$ cat src/rtl/fsw_pkg.sv
package fsw_pkg;

   typedef enum logic [2:0] {
      ST_IDLE,
      ST_RECV,
      ST_WDATA,
      ST_WACK,
      ST_BELL,
      ST_BACK
   } fsw_state_t;

endpackage

$ cat src/rtl/fsw_addr_gen.sv
module fsw_addr_gen #(
   parameter int ADDR_W = 32,
   parameter int CNT_W  = 16,
   parameter int BYTES  = 4,
   parameter bit ACCUM  = 1'b1
) (
   input  logic              clk,
   input  logic              rst_n,
   input  logic              load,
   input  logic              step,
   input  logic [CNT_W-1:0]  idx,
   input  logic [ADDR_W-1:0] base,
   input  logic [ADDR_W-1:0] doff,
   input  logic [ADDR_W-1:0] boff,
   output logic [ADDR_W-1:0] data_addr,
   output logic [ADDR_W-1:0] bell_addr
);
   localparam int SH = $clog2(BYTES);

   if ((1 << SH) != BYTES) begin : g_bad_bytes
      $error("fsw_addr_gen: BYTES must be a power of two");
   end

   logic [ADDR_W-1:0] data_base_q;

   always_ff @(posedge clk) begin
      if (!rst_n) begin
         data_base_q <= '0;
         bell_addr   <= '0;
      end else if (load) begin
         data_base_q <= base + doff;
         bell_addr   <= base + boff;
      end
   end

   if (ACCUM) begin : g_accum
      logic [ADDR_W-1:0] ptr_q;
      wire unused_idx = ^idx;
      always_ff @(posedge clk) begin
         if (!rst_n)     ptr_q <= '0;
         else if (load)  ptr_q <= base + doff;
         else if (step)  ptr_q <= ptr_q + ADDR_W'(BYTES);
      end
      assign data_addr = ptr_q;
   end else begin : g_scaled
      assign data_addr = data_base_q + (ADDR_W'(idx) << SH);
   end

   // Consecutive data words sit one word apart.
   assert_word_step_R1: assert property (@(posedge clk) disable iff (!rst_n)
      step |=> data_addr == $past(data_addr) + ADDR_W'(BYTES));

endmodule

$ cat src/rtl/fsw_bell_ctr.sv
module fsw_bell_ctr #(
   parameter int DATA_W = 32,
   parameter int SEQ_W  = 16
) (
   input  logic              clk,
   input  logic              rst_n,
   input  logic              load,
   input  logic              frame_end,
   input  logic [DATA_W-1:0] status_in,
   output logic [DATA_W-1:0] bell_word
);
   localparam int TAG_W = DATA_W - SEQ_W;

   logic [SEQ_W-1:0] seq_q;
   logic [SEQ_W-1:0] seq_nx;
   logic [TAG_W-1:0] tag_q;
   wire  unused_status_low = ^status_in[SEQ_W-1:0];

   assign seq_nx = seq_q + 1'b1;

   always_ff @(posedge clk) begin
      if (!rst_n) begin
         seq_q <= SEQ_W'(1);
         tag_q <= '0;
      end else begin
         if (frame_end) seq_q <= (seq_nx == '0) ? SEQ_W'(1) : seq_nx;
         if (load)      tag_q <= status_in[DATA_W-1:SEQ_W];
      end
   end

   assign bell_word = {tag_q, seq_q};

   // The marker sequence never reads as cleared memory.
   assert_seq_nonzero_R3: assert property (@(posedge clk) disable iff (!rst_n)
      seq_q != '0);

endmodule

$ cat src/rtl/fsw_ctrl.sv
module fsw_ctrl
   import fsw_pkg::*;
#(
   parameter int DATA_W = 32,
   parameter int CNT_W  = 16
) (
   input  logic              clk,
   input  logic              rst_n,
   input  logic              start,
   input  logic              auto_restart,
   input  logic [CNT_W-1:0]  frame_words,
   input  logic              s_valid,
   input  logic [DATA_W-1:0] s_data,
   input  logic              s_last,
   input  logic              wr_ready,
   input  logic              wr_resp,
   output logic              s_ready,
   output logic              wr_valid,
   output logic              is_bell,
   output logic              load,
   output logic              step,
   output logic              frame_end,
   output logic              busy,
   output logic              short_q,
   output logic [CNT_W-1:0]  cnt,
   output logic [DATA_W-1:0] data_q
);
   fsw_state_t       st;
   logic [CNT_W-1:0] words_q;
   logic [CNT_W-1:0] cnt_nx;
   logic             last_q;

   assign cnt_nx    = cnt + 1'b1;
   assign load      = (st == ST_IDLE && start) ||
                      (st == ST_BACK && wr_resp && auto_restart);
   assign step      = (st == ST_WACK) && wr_resp;
   assign frame_end = (st == ST_BACK) && wr_resp;
   assign busy      = (st != ST_IDLE);
   assign s_ready   = (st == ST_RECV);
   assign wr_valid  = (st == ST_WDATA) || (st == ST_BELL);
   assign is_bell   = (st == ST_BELL);

   always_ff @(posedge clk) begin
      if (!rst_n) begin
         st      <= ST_IDLE;
         cnt     <= '0;
         words_q <= '0;
         short_q <= 1'b0;
         last_q  <= 1'b0;
         data_q  <= '0;
      end else begin
         unique case (st)
            ST_IDLE: ;
            ST_RECV: if (s_valid) begin
               data_q <= s_data;
               last_q <= s_last;
               st     <= ST_WDATA;
            end
            ST_WDATA: if (wr_ready) st <= ST_WACK;
            ST_WACK: if (wr_resp) begin
               cnt <= cnt_nx;
               if (cnt_nx == words_q) begin
                  st <= ST_BELL;
               end else if (last_q) begin
                  short_q <= 1'b1;
                  st      <= ST_BELL;
               end else begin
                  st <= ST_RECV;
               end
            end
            ST_BELL: if (wr_ready) st <= ST_BACK;
            ST_BACK: if (wr_resp) st <= ST_IDLE;
            default: st <= ST_IDLE;
         endcase
         if (load) begin
            cnt     <= '0;
            short_q <= 1'b0;
            words_q <= frame_words;
            st      <= (frame_words == '0) ? ST_BELL : ST_RECV;
         end
      end
   end

   // A full frame reaches the marker only with every word counted.
   assert_full_count_R2: assert property (@(posedge clk) disable iff (!rst_n)
      (st == ST_BELL && !short_q) |-> cnt == words_q);

   // An early end always leaves fewer words than requested.
   assert_short_count_R5: assert property (@(posedge clk) disable iff (!rst_n)
      short_q |-> cnt < words_q);

   // A start during a frame does not restart the word count.
   assert_start_ignored_R7: assert property (@(posedge clk) disable iff (!rst_n)
      (st == ST_WACK && start && !wr_resp) |=> cnt == $past(cnt));

endmodule

$ cat src/rtl/frame_sink_writer.sv
module frame_sink_writer #(
   parameter int ADDR_W = 32,
   parameter int DATA_W = 32,
   parameter int CNT_W  = 16,
   parameter int SEQ_W  = 16,
   parameter bit ACCUM  = 1'b1
) (
   input  logic              clk,
   input  logic              rst_n,
   input  logic              start,
   input  logic              auto_restart,
   input  logic [ADDR_W-1:0] base_addr,
   input  logic [ADDR_W-1:0] data_offset,
   input  logic [ADDR_W-1:0] bell_offset,
   input  logic [CNT_W-1:0]  frame_words,
   input  logic [DATA_W-1:0] status_in,
   output logic [DATA_W-1:0] status_out,
   output logic              done,
   input  logic              s_valid,
   output logic              s_ready,
   input  logic [DATA_W-1:0] s_data,
   input  logic              s_last,
   output logic              wr_valid,
   input  logic              wr_ready,
   output logic [ADDR_W-1:0] wr_addr,
   output logic [DATA_W-1:0] wr_data,
   input  logic              wr_resp
);
   localparam int BYTES   = DATA_W / 8;
   localparam int CNT_LSB = 16;

   if (DATA_W % 8 != 0) begin : g_bad_width
      $error("frame_sink_writer: DATA_W must be whole bytes");
   end
   if (SEQ_W < 1 || SEQ_W >= DATA_W) begin : g_bad_seq
      $error("frame_sink_writer: SEQ_W must lie inside DATA_W");
   end
   if (CNT_LSB + CNT_W > DATA_W) begin : g_bad_cnt
      $error("frame_sink_writer: CNT_W does not fit the status word");
   end

   logic              is_bell, load, step, frame_end, busy, short_q;
   logic [CNT_W-1:0]  cnt;
   logic [DATA_W-1:0] data_q, bell_word;
   logic [ADDR_W-1:0] data_addr, bell_addr;
   logic [CNT_W-1:0]  last_cnt_q;
   logic              last_short_q;
   logic              pend_q;

   fsw_ctrl #(.DATA_W(DATA_W), .CNT_W(CNT_W)) u_ctrl (
      .clk(clk), .rst_n(rst_n), .start(start), .auto_restart(auto_restart),
      .frame_words(frame_words), .s_valid(s_valid), .s_data(s_data),
      .s_last(s_last), .wr_ready(wr_ready), .wr_resp(wr_resp),
      .s_ready(s_ready), .wr_valid(wr_valid), .is_bell(is_bell),
      .load(load), .step(step), .frame_end(frame_end), .busy(busy),
      .short_q(short_q), .cnt(cnt), .data_q(data_q)
   );

   fsw_addr_gen #(.ADDR_W(ADDR_W), .CNT_W(CNT_W), .BYTES(BYTES), .ACCUM(ACCUM)) u_addr (
      .clk(clk), .rst_n(rst_n), .load(load), .step(step), .idx(cnt),
      .base(base_addr), .doff(data_offset), .boff(bell_offset),
      .data_addr(data_addr), .bell_addr(bell_addr)
   );

   fsw_bell_ctr #(.DATA_W(DATA_W), .SEQ_W(SEQ_W)) u_bell (
      .clk(clk), .rst_n(rst_n), .load(load), .frame_end(frame_end),
      .status_in(status_in), .bell_word(bell_word)
   );

   assign wr_addr = is_bell ? bell_addr : data_addr;
   assign wr_data = is_bell ? bell_word : data_q;
   assign done    = frame_end;

   always_ff @(posedge clk) begin
      if (!rst_n) begin
         last_cnt_q   <= '0;
         last_short_q <= 1'b0;
         pend_q       <= 1'b0;
      end else begin
         if (frame_end) begin
            last_cnt_q   <= cnt;
            last_short_q <= short_q;
         end
         if (wr_valid && wr_ready) pend_q <= 1'b1;
         else if (wr_resp)         pend_q <= 1'b0;
      end
   end

   always_comb begin
      status_out                     = '0;
      status_out[0]                  = last_short_q;
      status_out[1]                  = busy;
      status_out[CNT_LSB +: CNT_W]   = last_cnt_q;
   end

   // Stream is closed while a write awaits its response.
   assert_ready_closed_R4: assert property (@(posedge clk) disable iff (!rst_n)
      s_ready |-> !pend_q);

   // Only one write in flight.
   assert_single_write_R4: assert property (@(posedge clk) disable iff (!rst_n)
      wr_valid |-> !pend_q);

   // A stalled request holds its contents.
   assert_req_hold_R4: assert property (@(posedge clk) disable iff (!rst_n)
      (wr_valid && !wr_ready) |=> wr_valid && $stable(wr_addr) && $stable(wr_data));

   // Completion only on a response.
   assert_done_on_resp_R7: assert property (@(posedge clk) disable iff (!rst_n)
      done |-> wr_resp && $past(wr_valid && wr_ready) == 1'b0 || done |-> pend_q);

endmodule

$ cat config.mk
export PLATFORM = sky130hd
export DESIGN_NAME = frame_sink_writer
export DESIGN_NICKNAME = d
export VERILOG_FILES = /design/src/rtl/fsw_pkg.sv /design/src/rtl/fsw_addr_gen.sv /design/src/rtl/fsw_bell_ctr.sv /design/src/rtl/fsw_ctrl.sv /design/src/rtl/frame_sink_writer.sv
export SDC_FILE = /design/constraint.sdc
export NUM_CORES = 1
export LEC_CHECK = 0
export ABC_AREA = 1
export BUFFER_PORTS_ARGS = -buffer_cell sky130_fd_sc_hd__buf_2
export CORE_UTILIZATION = 50
export CTS_CLUSTER_DIAMETER = 30
export DETAILED_ROUTE_END_ITERATION = 10
export GPL_TIMING_DRIVEN = 1
export PLACE_DENSITY = 0.77
export RECOVER_POWER = 100
export SLEW_MARGIN = 20
export SYNTH_ARGS = -nofsm -noshare
export SYNTH_HDL_FRONTEND = slang
export SYNTH_SLANG_ARGS = --single-unit
$ cat constraint.sdc
create_clock -name clk -period 1.9 [get_ports clk]
set_input_delay 0.095 -clock clk [delete_from_list [all_inputs] [get_ports clk]]
set_output_delay 0.095 -clock clk [all_outputs]
set_load 0.03 [all_outputs]
==> summary.md, run 1 <==
| Metric | Value |
|---|---|
| Fin. max-slew vios | 0 |
| Worst reg2reg endpoint | u_bell.seq_q[1] |
| Most frequent cell after synthesis | nand2_1 |
| Inst Count DP | 2790 |
| Post-synth top flop | dfxtp_1 |
| Post-synth ARST share | 0 |
| CP max FO | 3 |
| Worst slew margin | 0.556 |
| R2R depth | 10 |
| Avg Cell Area, Syn | 6.31 µm² |
| Worst skew pair latency | 450 ps |
| Sequence of cells on the critical path | ha_4 -> nand2_4 -> nor2_1 -> xor2_1 -> nor3_4 -> nand2_1 -> nor2_1 -> nand3b_1 -> nand2_1 -> a21oi_1 |
| Drt drc | 0 |
| Synth area leaders | dfxtp_1, nand2_1, o21ai_0, nor2_1, a21oi_1 |
| CP max stage cell | xor2_1 |
| TritonCTS clock tree | yes |
| Critical Path RT | 2280 ps |
| Layout cells sized above 1 | 0.278 |
| Clock-pin slew of the registers on the worst-case setup and hold paths | 80 ps |
| Ports | 283 |
| Synth top area share | 0.284 |
| PwrDens | 1060 nW/µm² |
| Post-route ant nets | 0 |
| WL per Instance | 18.9 µm |
| Syn Inst Count | 2036 |
| Global-route wire length before repair | 80200 µm |
| Initial detailed-routing violation count | 2234 |
| Total gr overflow | 0 |
| Post-Route WL | 55300 µm |
| Hold EP | u_ctrl.st[1] |
| Root Buffer | clkbuf_16 |
| Worst Hold Class | in -> reg |
| All-Layer GR Usage | 0.386 |
| Clock buffer count from CTS | 17 |
| Initial antenna violation count | 2 |
| Vias in the first global route | 15500 |
| Startpoint Class | register |
| Number of distinct library cells after synthesis | 45 |
| Chip height | 162 µm |
| Vias per cell | 5.81 |
| Detailed Place HPWL | 37100 µm |
| Hold Crit Depth | 3 |
| Internal reg-to-reg setup slack | -190 ps |
| Total power | 19800 µW |
| Routed vias | 17000 |
| Period Utilization, post-route | 1.10 |
| RSZ-0062 raised after global routing | true |
| Area grow syn2layout | 45.7% |
| CP arrival | 2470 ps |
| Max Root-Sink Buffers | 2 |
| Violated checks | negative setup slack |
| Largest net degree at the start of global routing | 78 |
| Starting Density | 0.510 |
| Slew of the pin with the lowest slew margin | 664 ps |
| Die area | 26300 µm² |
| CP Class | reg -> reg |
| TritonRoute pass-1 iters | 7 |
| Gpl congestion | 0.975 |
| RR Startpoint | u_bell.seq_q[1] |
| Fmax | 479 MHz |
| LEAKAGE | 0.00901 µW |
| Final std cells w/o fill | 2922 |
| Beginning of the worst hold path | wr_ready |
| Max-cap viol count | 0 |
| Final min period | 2090 ps |
| Finish-stage setup viols | 10 |
| Setup Skew | 16.0 ps |
| Core region area | 25200 µm² |
| Yosys reg bits | 182 |
| Hold Fails Final Rpt | 0 |
| Net count, final | 2828 |
| Hold WS | 33.7 ps |
| Clock sink count | 182 |
| Outcome | finished, violations left |
| Slowest stage delay, CP | 570 ps |
| Fin Setup TNS | -485 ps |
| Row count | 58 |
| DIE WIDTH | 162 µm |
| Pre-CTS WS | -363 ps |
| Synth top cells by count | nand2_1, o21ai_0, nor2_1, inv_1, dfxtp_1 |
| H-tree depth | 4 |
| PnR worst setup slack | -187 ps |
| IO buf count | 252 |
| Area leader, netlist | dfxtp_1 |
| Synthesized area | 12800 µm² |
| Number of flops mapped to enable cells by yosys | 0 |
| Seq/Total Area, Yosys | 0.284 |
| Yosys warning total | 0 |
| Peak VDD IR | 912 µV |
| Endpoint type of the worst setup path | register |
-- layer usage --
layer / routed length (µm) / global-route usage
met1: 21900 / 0.502
met2: 25800 / 0.639
met3: 5070 / 0.0615
met4: 2470 / 0.150
met5: 0 / 0
-- final cells by class --
class / instances / area [µm²]
repair buffers: 598 / 4530
multi-input cells: 1548 / 8560
repair inverters: 2 / 11.3
fillers: 1861 / 6460
clock buffers: 17 / 425
flip-flops and latches: 182 / 3680
diodes: 2 / 5.00
inverters: 228 / 881
clock inverters: 15 / 206
well taps: 330 / 413
-- logic make-up (layout without fill, tap and decap cells) --
logic type	count (synthesis)	count (layout)	share of synthesized area
DFF	182	182	0.284
and+or+nand+nor	898	898	0.295
other	1	16	0.000292
adders and majority gates	67	67	0.0664
xor gates and xnor gates	52	52	0.0355
buffers and inverters	319	860	0.0998
AOI/OAI and AO/OA	517	517	0.219
-- critical path: cells and delay by family (launching register included) --
| family | cells | cell delay [ps] |
|---|---|---|
| and+or+nand+nor | 7 | 770 |
| xor gates and xnor gates | 1 | 570 |
| DFF | 1 | 390 |
| adders and majority gates | 1 | 150 |
| AOI/OAI and AO/OA | 1 | 130 |
-- worst max path at each step --
stage / start / to / slack, ps / cells past startpoint
floorplan: u_ctrl.cnt[1] / u_ctrl.st[0] / 10 / 14
global placement: base_addr[0] / u_addr.data_addr[30] / -340 / 16
detailed placement: base_addr[0] / u_addr.data_addr[30] / -360 / 16
CTS: u_ctrl.cnt[1] / u_ctrl.st[0] / -40 / 14
global route: u_bell.seq_q[1] / u_bell.seq_q[1] / -220 / 10
finish: u_bell.seq_q[1] / u_bell.seq_q[1] / -190 / 10
-- cell usage in the layout (no fill, tap or decap), types with 7 or more instances in the layout --
master / n
nor2_4: 8
inv_2: 12
ha_1: 62
nor2_2: 22
a21o_1: 9
o21ai_4: 10
clkbuf_1: 17
inv_1: 211
nor3_1: 30
o211ai_1: 19
buf_2: 178
o21ai_2: 25
o21bai_1: 24
nand3b_1: 12
nor3_2: 7
nand2_2: 18
o21ai_0: 190
xnor2_1: 10
nand3_2: 9
conb_1: 14
dfxtp_2: 16
buf_12: 11
nand2_1: 402
xor2_1: 41
nor4_1: 9
nor2_1: 219
or2_2: 9
dfxtp_1: 161
o21ai_1: 34
buf_6: 42
a31oi_1: 12
clkbuf_16: 19
nand3_1: 109
a21oi_1: 167
buf_4: 278
nand4_1: 28
dlygate4sd3_1: 65
-- flip-flops by register name, indices dropped and copies added (netlist names), 3 cells and up --
signal / count
u_addr.bell_addr: 32
u_addr.data_addr: 32
u_ctrl.data_q: 32
last_cnt_q: 16
u_bell.seq_q: 16
u_bell.tag_q: 16
u_ctrl.cnt: 16
u_ctrl.words_q: 16
u_ctrl.st: 3
-- where the power goes --
part,total (µW),switching [µW],internal (µW),leakage [µW]
Clock,3830,1980,1840,0.000305
Combinational,10700,6530,4140,0.00721
Sequential,5330,658,4680,0.00150
Total,19800,9170,10700,0.00901
-- timing repair --
action                                  4_1_cts  5_1_grt
setup buffers                                 4       25
pin swaps                                     9       54
gates resized for setup                     151      205
hold endpoints to repair                     65        0
gates cloned                                  4        2
endpoints found under the setup margin      117      163
hold buffers                                 65        0
-- stage by stage --
stage | area [µm²] | utilization
final | 18700 | 0.743
after global routing | 18700 | 0.743
after CTS | 17800 | 0.709
after detailed placement | 16100 | 0.640
after global placement | 16100 | 0.640
after floorplan | 12900 | -
No activity file was read; power rests on OpenSTA's default activity.
==> run 2: changes to the inputs <==
- ABC_AREA: 1 -> default
- CTS_BUF_LIST: default -> sky130_fd_sc_hd__clkbuf_4 sky130_fd_sc_hd__clkbuf_8 sky130_fd_sc_hd__clkbuf_16
- PLACE_DENSITY: 0.77 -> 0.78
==> run 2 against run 1 <==
- the run still ends with negative setup slack left
- via count fell by 16%
- clock skew fell by 1.8 ps
- utilization rose by 3.5 points
- first-iteration DRC count fell by 35%
- synthesized area fell by 7.6%
- flip-flop and latch count did not move
- largest cell class unchanged
==> summary.md, run 2 <==
| Metric | Value |
|---|---|
| CP endpoint | u_ctrl.short_q |
| Vias in the first global route | 13700 |
| Area grow syn2layout | 50.7% |
| Worst slew margin | 0.618 |
| Setup Skew | 14.2 ps |
| Chip height | 156 µm |
| Worst Hold Class | in -> reg |
| Yosys reg bits | 182 |
| Fin. max-slew vios | 0 |
| Layout Cell Area excl Fill | 17900 µm² |
| Worst reg2reg endpoint | u_ctrl.short_q |
| Worst skew pair latency | 440 ps |
| Fmax | 423 MHz |
| Filler cells | 1477 |
| Startpoint Class | register |
| Vias per cell | 5.91 |
| Ports | 283 |
| Finish-stage setup viols | 81 |
| Post-route ant nets | 0 |
| IO buf count | 252 |
| Gate power share | 0.372 |
| Fin Setup TNS | -23320 ps |
| Number of distinct library cells after synthesis | 79 |
| LEAKAGE | 0.00772 µW |
| Synth top area share | 0.307 |
| RSZ-0062 raised after global routing | true |
| Cell-internal power | 8070 µW |
| Period Utilization, post-route | 1.24 |
| Initial antenna violation count | 3 |
| Synthesized area | 11900 µm² |
| Net count, final | 2342 |
| Detailed Place HPWL | 29200 µm |
| Max-cap viol count | 0 |
| Sw Share | 0.352 |
| Total power | 12500 µW |
| DIE WIDTH | 156 µm |
| Root Buffer | clkbuf_16 |
| Final std cells w/o fill | 2422 |
| Most common cell after layout, fill and taps aside | buf_4 |
| Pre-CTS WS | -687 ps |
| Area leader, netlist | dfxtp_1 |
| Sequential Power Share | 0.352 |
| Clock buffer count from CTS | 17 |
| Initial detailed-routing violation count | 1462 |
| Peak VDD IR | 628 µV |
| CP arrival | 2690 ps |
| PwrDens | 696 nW/µm² |
| Routed vias | 14300 |
| Most frequent cell after synthesis | nand2_1 |
| Critical Path RT | 2220 ps |
| Clock-pin slew of the registers on the worst-case setup and hold paths | 70 ps |
| R2R depth | 9 |
| CP max FO | 4 |
| Violated checks | negative setup slack |
| Outcome | finished, violations left |
| Gpl congestion | 0.932 |
| Internal reg-to-reg setup slack | -460 ps |
| Clock sink count | 182 |
| Post-synth top flop | dfxtp_1 |
| Post-Route WL | 45700 µm |
| TritonCTS clock tree | yes |
| All-Layer GR Usage | 0.352 |
| Die area | 24300 µm² |
| Synth top cells by count | nand2_1, a21oi_1, dfxtp_1, nor2_1, ha_1 |
| Layout cells sized above 1 | 0.383 |
| Row count | 55 |
| Clock network fraction of design power | 0.277 |
| Avg Cell Area, Syn | 7.74 µm² |
| Max Root-Sink Buffers | 2 |
| Largest net degree at the start of global routing | 50 |
| Global-route wire length before repair | 68100 µm |
| Inst Count DP | 2287 |
| Hold Fails Final Rpt | 0 |
| Most frequent cells in the layout | buf_4, nand2_1, buf_2, a21oi_1, dfxtp_1 |
| H-tree depth | 4 |
| Cell Area, Placed | 15600 µm² |
| Net Sw Power | 4380 µW |
| Total gr overflow | 0 |
| CP Class | reg -> reg |
| TritonRoute pass-1 iters | 7 |
| Starting Density | 0.516 |
| RR Startpoint | u_ctrl.cnt[8] |
| Number of flops mapped to enable cells by yosys | 0 |
| Syn Inst Count | 1533 |
| Yosys warning total | 0 |
| Core region area | 23000 µm² |
| Worst setup startpoint | u_ctrl.cnt[8] |
| Seq/Total Area, Yosys | 0.307 |
| Slew of the pin with the lowest slew margin | 568 ps |
| PnR worst setup slack | -463 ps |
| WL per Instance | 18.9 µm |
| Post-synth ARST share | 0 |
| Endpoint type of the worst setup path | register |
| Synth area leaders | dfxtp_1, nand2_1, a21oi_1, ha_1, mux2_2 |
| Drt drc | 0 |
| Final min period | 2360 ps |
-- run 2: cell count changes in the layout (fill, tap and decap cells not counted), sizes merged, moves of 26 or more --
cell / before / now
mux2: 0 / 62
nand2: 426 / 281
o21ai: 259 / 58
nor2: 249 / 117
buf: 512 / 538
inv: 237 / 32
xnor2: 10 / 52
nand3: 118 / 42
-- run 2: per-layer routing --
| metal | global-route usage | share of wire |
|---|---|---|
| met5 | 0 | 0.00028 |
| met4 | 0.195 | 0.056 |
| met1 | 0.421 | 0.39 |
| met3 | 0.0586 | 0.076 |
| met2 | 0.597 | 0.48 |
-- run 2: area by class of cell --
class / instances / area (µm²) / area share
well taps: 313 / 392 / 0.0219
inverters: 28 / 108 / 0.00602
diodes: 5 / 12.5 / 0.000700
clock inverters: 9 / 66.3 / 0.00371
repair buffers: 622 / 4530 / 0.253
flip-flops and latches: 182 / 3690 / 0.206
multi-input cells: 1240 / 8590 / 0.481
clock buffers: 23 / 489 / 0.0274
-- run 2: how the worst min path moves through the flow --
stage / end / from / cells after the start / slack (ps)
final: u_addr.bell_addr[31] / bell_offset[31] / 4 / 8
after global routing: u_addr.bell_addr[31] / bell_offset[31] / 4 / 30
after CTS: u_addr.bell_addr[31] / bell_offset[31] / 4 / 9
after detailed placement: u_ctrl.data_q[9] / s_data[9] / 3 / 340
after global placement: u_ctrl.data_q[21] / s_data[21] / 3 / 340
after floorplan: u_ctrl.data_q[0] / s_data[0] / 2 / 230
-- run 2: worst max-delay path, stage by stage (launching register included) --
cell and delay, ps:
dfxtp_1 380, nand4_1 200, buf_4 220, or3_1 350, or3_4 350, o21a_1 190, a21oi_2 140, o2111ai_2 170
a31oi_1 200, nor2_1 50
-- run 2: per-stage QoR --
stage           util  hold slack (ps)
4_1_cts        0.753             9.08
5_1_grt        0.778             31.3
3_5_place_dp   0.680              341
3_3_place_gp   0.680              337
6_report       0.778             8.35
2_1_floorplan      -              231
-- run 2: logic make-up (layout without fill, tap and decap cells) --
| family | count (synthesis) | in the layout | synth area share |
|---|---|---|---|
| simple gates | 601 | 601 | 0.234 |
| compound gates | 390 | 390 | 0.203 |
| flops | 182 | 182 | 0.307 |
| buf+inv | 124 | 682 | 0.0460 |
| xor+xnor | 101 | 101 | 0.0746 |
| fa+ha+maj | 67 | 67 | 0.0719 |
| mux | 67 | 67 | 0.0631 |
| other cells | 1 | 19 | 0.000316 |
-- run 2: repair_timing --
| action | in CTS | in global routing |
|---|---|---|
| resized for setup | 94 | 113 |
| buffers inserted | 15 | 19 |
| pin swaps | 45 | 62 |
| cloned | 1 | 1 |
| hold buffers | 65 | 0 |
| hold endpoints to repair | 65 | 0 |
| endpoints found under the setup margin | 101 | 192 |
-- run 2: power groups by stage --
| stage | clock [µW] | combinational, µW | sequential, µW |
|---|---|---|---|
| 3_3_place_gp | 0 | 3880 | 4410 |
| 6_report | 3440 | 4630 | 4380 |
| 2_1_floorplan | 0 | 2440 | 4380 |
| 3_5_place_dp | 0 | 3960 | 4430 |
| 4_1_cts | 3410 | 4240 | 4340 |
| 5_1_grt | 3590 | 4910 | 4410 |
==> run 3: changes to the inputs <==
- SETUP_SLACK_MARGIN: default -> 0.4
- SKIP_CTS_REPAIR_TIMING: default -> 1
==> run 3 against run 2 <==
- the run still ends with negative setup slack left
- critical path depth decreased by 1
- cell area increased by 5.3%
- largest cell class unchanged
- highest routed layer unchanged
- utilization increased by 4.1 points
- worst hold slack improved by 37 ps
- clock power increased by 9.0%
- die area unchanged
==> summary.md, run 3 (synthesis gave the netlist of run 2 again) <==
| Metric | Value |
|---|---|
| Outcome | finished, violations left |
| Violated checks | negative setup slack |
| TritonRoute pass-1 iters | 8 |
| Initial detailed-routing violation count | 1346 |
| Clock buffer count from CTS | 17 |
| Clock sink count | 182 |
| Endpoint type of the worst setup path | register |
| Largest net degree at the start of global routing | 39 |
| Sequence of cells on the critical path | ha_4 -> nand4_4 -> nor4_4 -> nand4_1 -> a2111o_1 -> nor4_4 -> o2111ai_2 -> a221oi_2 |
| Worst skew pair latency | 440 ps |
| Area grow syn2layout | 58.7% |
| Crit-path most repeated cell | nor4_4 |
| Post-route ant nets | 0 |
| CP Class | reg -> reg |
| Worst Hold Class | in -> reg |
| Final std cells w/o fill | 2438 |
| Drt drc | 0 |
| CP arrival | 2700 ps |
| Post-Route WL | 46800 µm |
| Inst Count DP | 2271 |
| DIE WIDTH | 156 µm |
| PnR worst setup slack | -442 ps |
| Fmax | 427 MHz |
| Max Root-Sink Buffers | 2 |
| All-Layer GR Usage | 0.306 |
| TritonCTS clock tree | yes |
| Total power | 13100 µW |
| Setup Skew | 12.8 ps |
| Chip height | 156 µm |
| Global-route wire length before repair | 60000 µm |
| Routed vias | 14300 |
| Root Buffer | clkbuf_16 |
| RSZ-0062 raised after global routing | true |
| Vias per cell | 5.85 |
| Core region area | 23000 µm² |
| Gpl congestion | 0.924 |
| Initial antenna violation count | 4 |
| Starting Density | 0.516 |
| H-tree depth | 4 |
| Die area | 24300 µm² |
| Row count | 55 |
| PwrDens | 698 nW/µm² |
| Total gr overflow | 0 |
| Clock-pin slew of the registers on the worst-case setup and hold paths | 70 ps |
| Most common cell after layout, fill and taps aside | nand2_1 |
| Critical Path RT | 2250 ps |
| Fin. max-slew vios | 0 |
| LEAKAGE | 0.00802 µW |
| Vias in the first global route | 12400 |
| Peak VDD IR | 551 µV |
| Final min period | 2340 ps |
| Startpoint Class | register |
| Layout cells sized above 1 | 0.415 |
| IO buf count | 252 |
| WL per Instance | 19.2 µm |
| Period Utilization, post-route | 1.23 |
| Hold Fails Final Rpt | 0 |
| Slowest stage delay, CP | 420 ps |
| Net count, final | 2359 |
| CP max FO | 4 |
| Max-cap viol count | 0 |
| Ports | 283 |
| Detailed Place HPWL | 29100 µm |
| CP max stage cell | a2111o_1 |
| Most frequent cells in the layout | nand2_1, buf_4, buf_2, dfxtp_1, a21oi_1 |
| Finish-stage setup viols | 222 |
run 3: cell types whose count changed in the layout (fill, tap and decap cells not counted), sizes merged, moves of 2 or more:
cell / delta
clkinv: +3
inv: -2
clkbuf: +13
bufinv: +2
buf: -2
run 3: area by class of cell:
| class | instances | area [µm²] |
|---|---|---|
| inverter | 28 | 109 |
| timing repair buffer | 637 | 4820 |
| multi-input combinational | 1242 | 9180 |
| clock inverter | 13 | 171 |
| tap | 313 | 392 |
| clock buffer | 19 | 447 |
| sequential | 182 | 3690 |
| antenna | 4 | 10.0 |
| fill | 1336 | 4160 |
run 3: through the flow:
step / setup slack, ps / hold slack [ps] / TNS, ps / utilization / area [µm²]
2_1_floorplan: -323 / 231 / -1360 / - / 13200
4_1_cts: -443 / -114 / -21650 / 0.727 / 16700
3_5_place_dp: -637 / 344 / -14650 / 0.701 / 16100
5_1_grt: -543 / 60.6 / -58750 / 0.819 / 18800
6_report: -442 / 45.7 / -38930 / 0.819 / 18800
3_3_place_gp: -612 / 336 / -12630 / 0.701 / 16100
run 3: worst paths after layout:
check             slack (ps)  cells after the start                    to            startpoint
setup / recovery        -440                      8          u_ctrl.st[2]         u_ctrl.cnt[0]
setup reg to reg        -440                      8          u_ctrl.st[2]         u_ctrl.cnt[0]
hold reg to reg          450                      2  u_addr.bell_addr[12]  u_addr.bell_addr[12]
hold / removal            50                      3          u_ctrl.st[1]               s_valid
run 3: critical path, delay by kind of cell (launching register included):
kind                       cells  cell delay, ps
adders and majority gates      1             150
and+or+nand+nor                4             870
DFF                            1             380
AOI/OAI and AO/OA              3             870
run 3: metal layers:
metal | part of all wire | track usage | wire length, µm
met2 | 0.48 | 0.520 | 22600
met5 | 0.00023 | 0 | 11
met1 | 0.39 | 0.392 | 18300
met4 | 0.053 | 0.118 | 2500
met3 | 0.072 | 0.0417 | 3370
run 3: power by group:
part	switching [µW]	total, µW	internal [µW]	leakage [µW]
logic	2670	4980	2310	0.00622
registers	262	4400	4140	0.00150
clock network	1710	3750	2040	0.000301
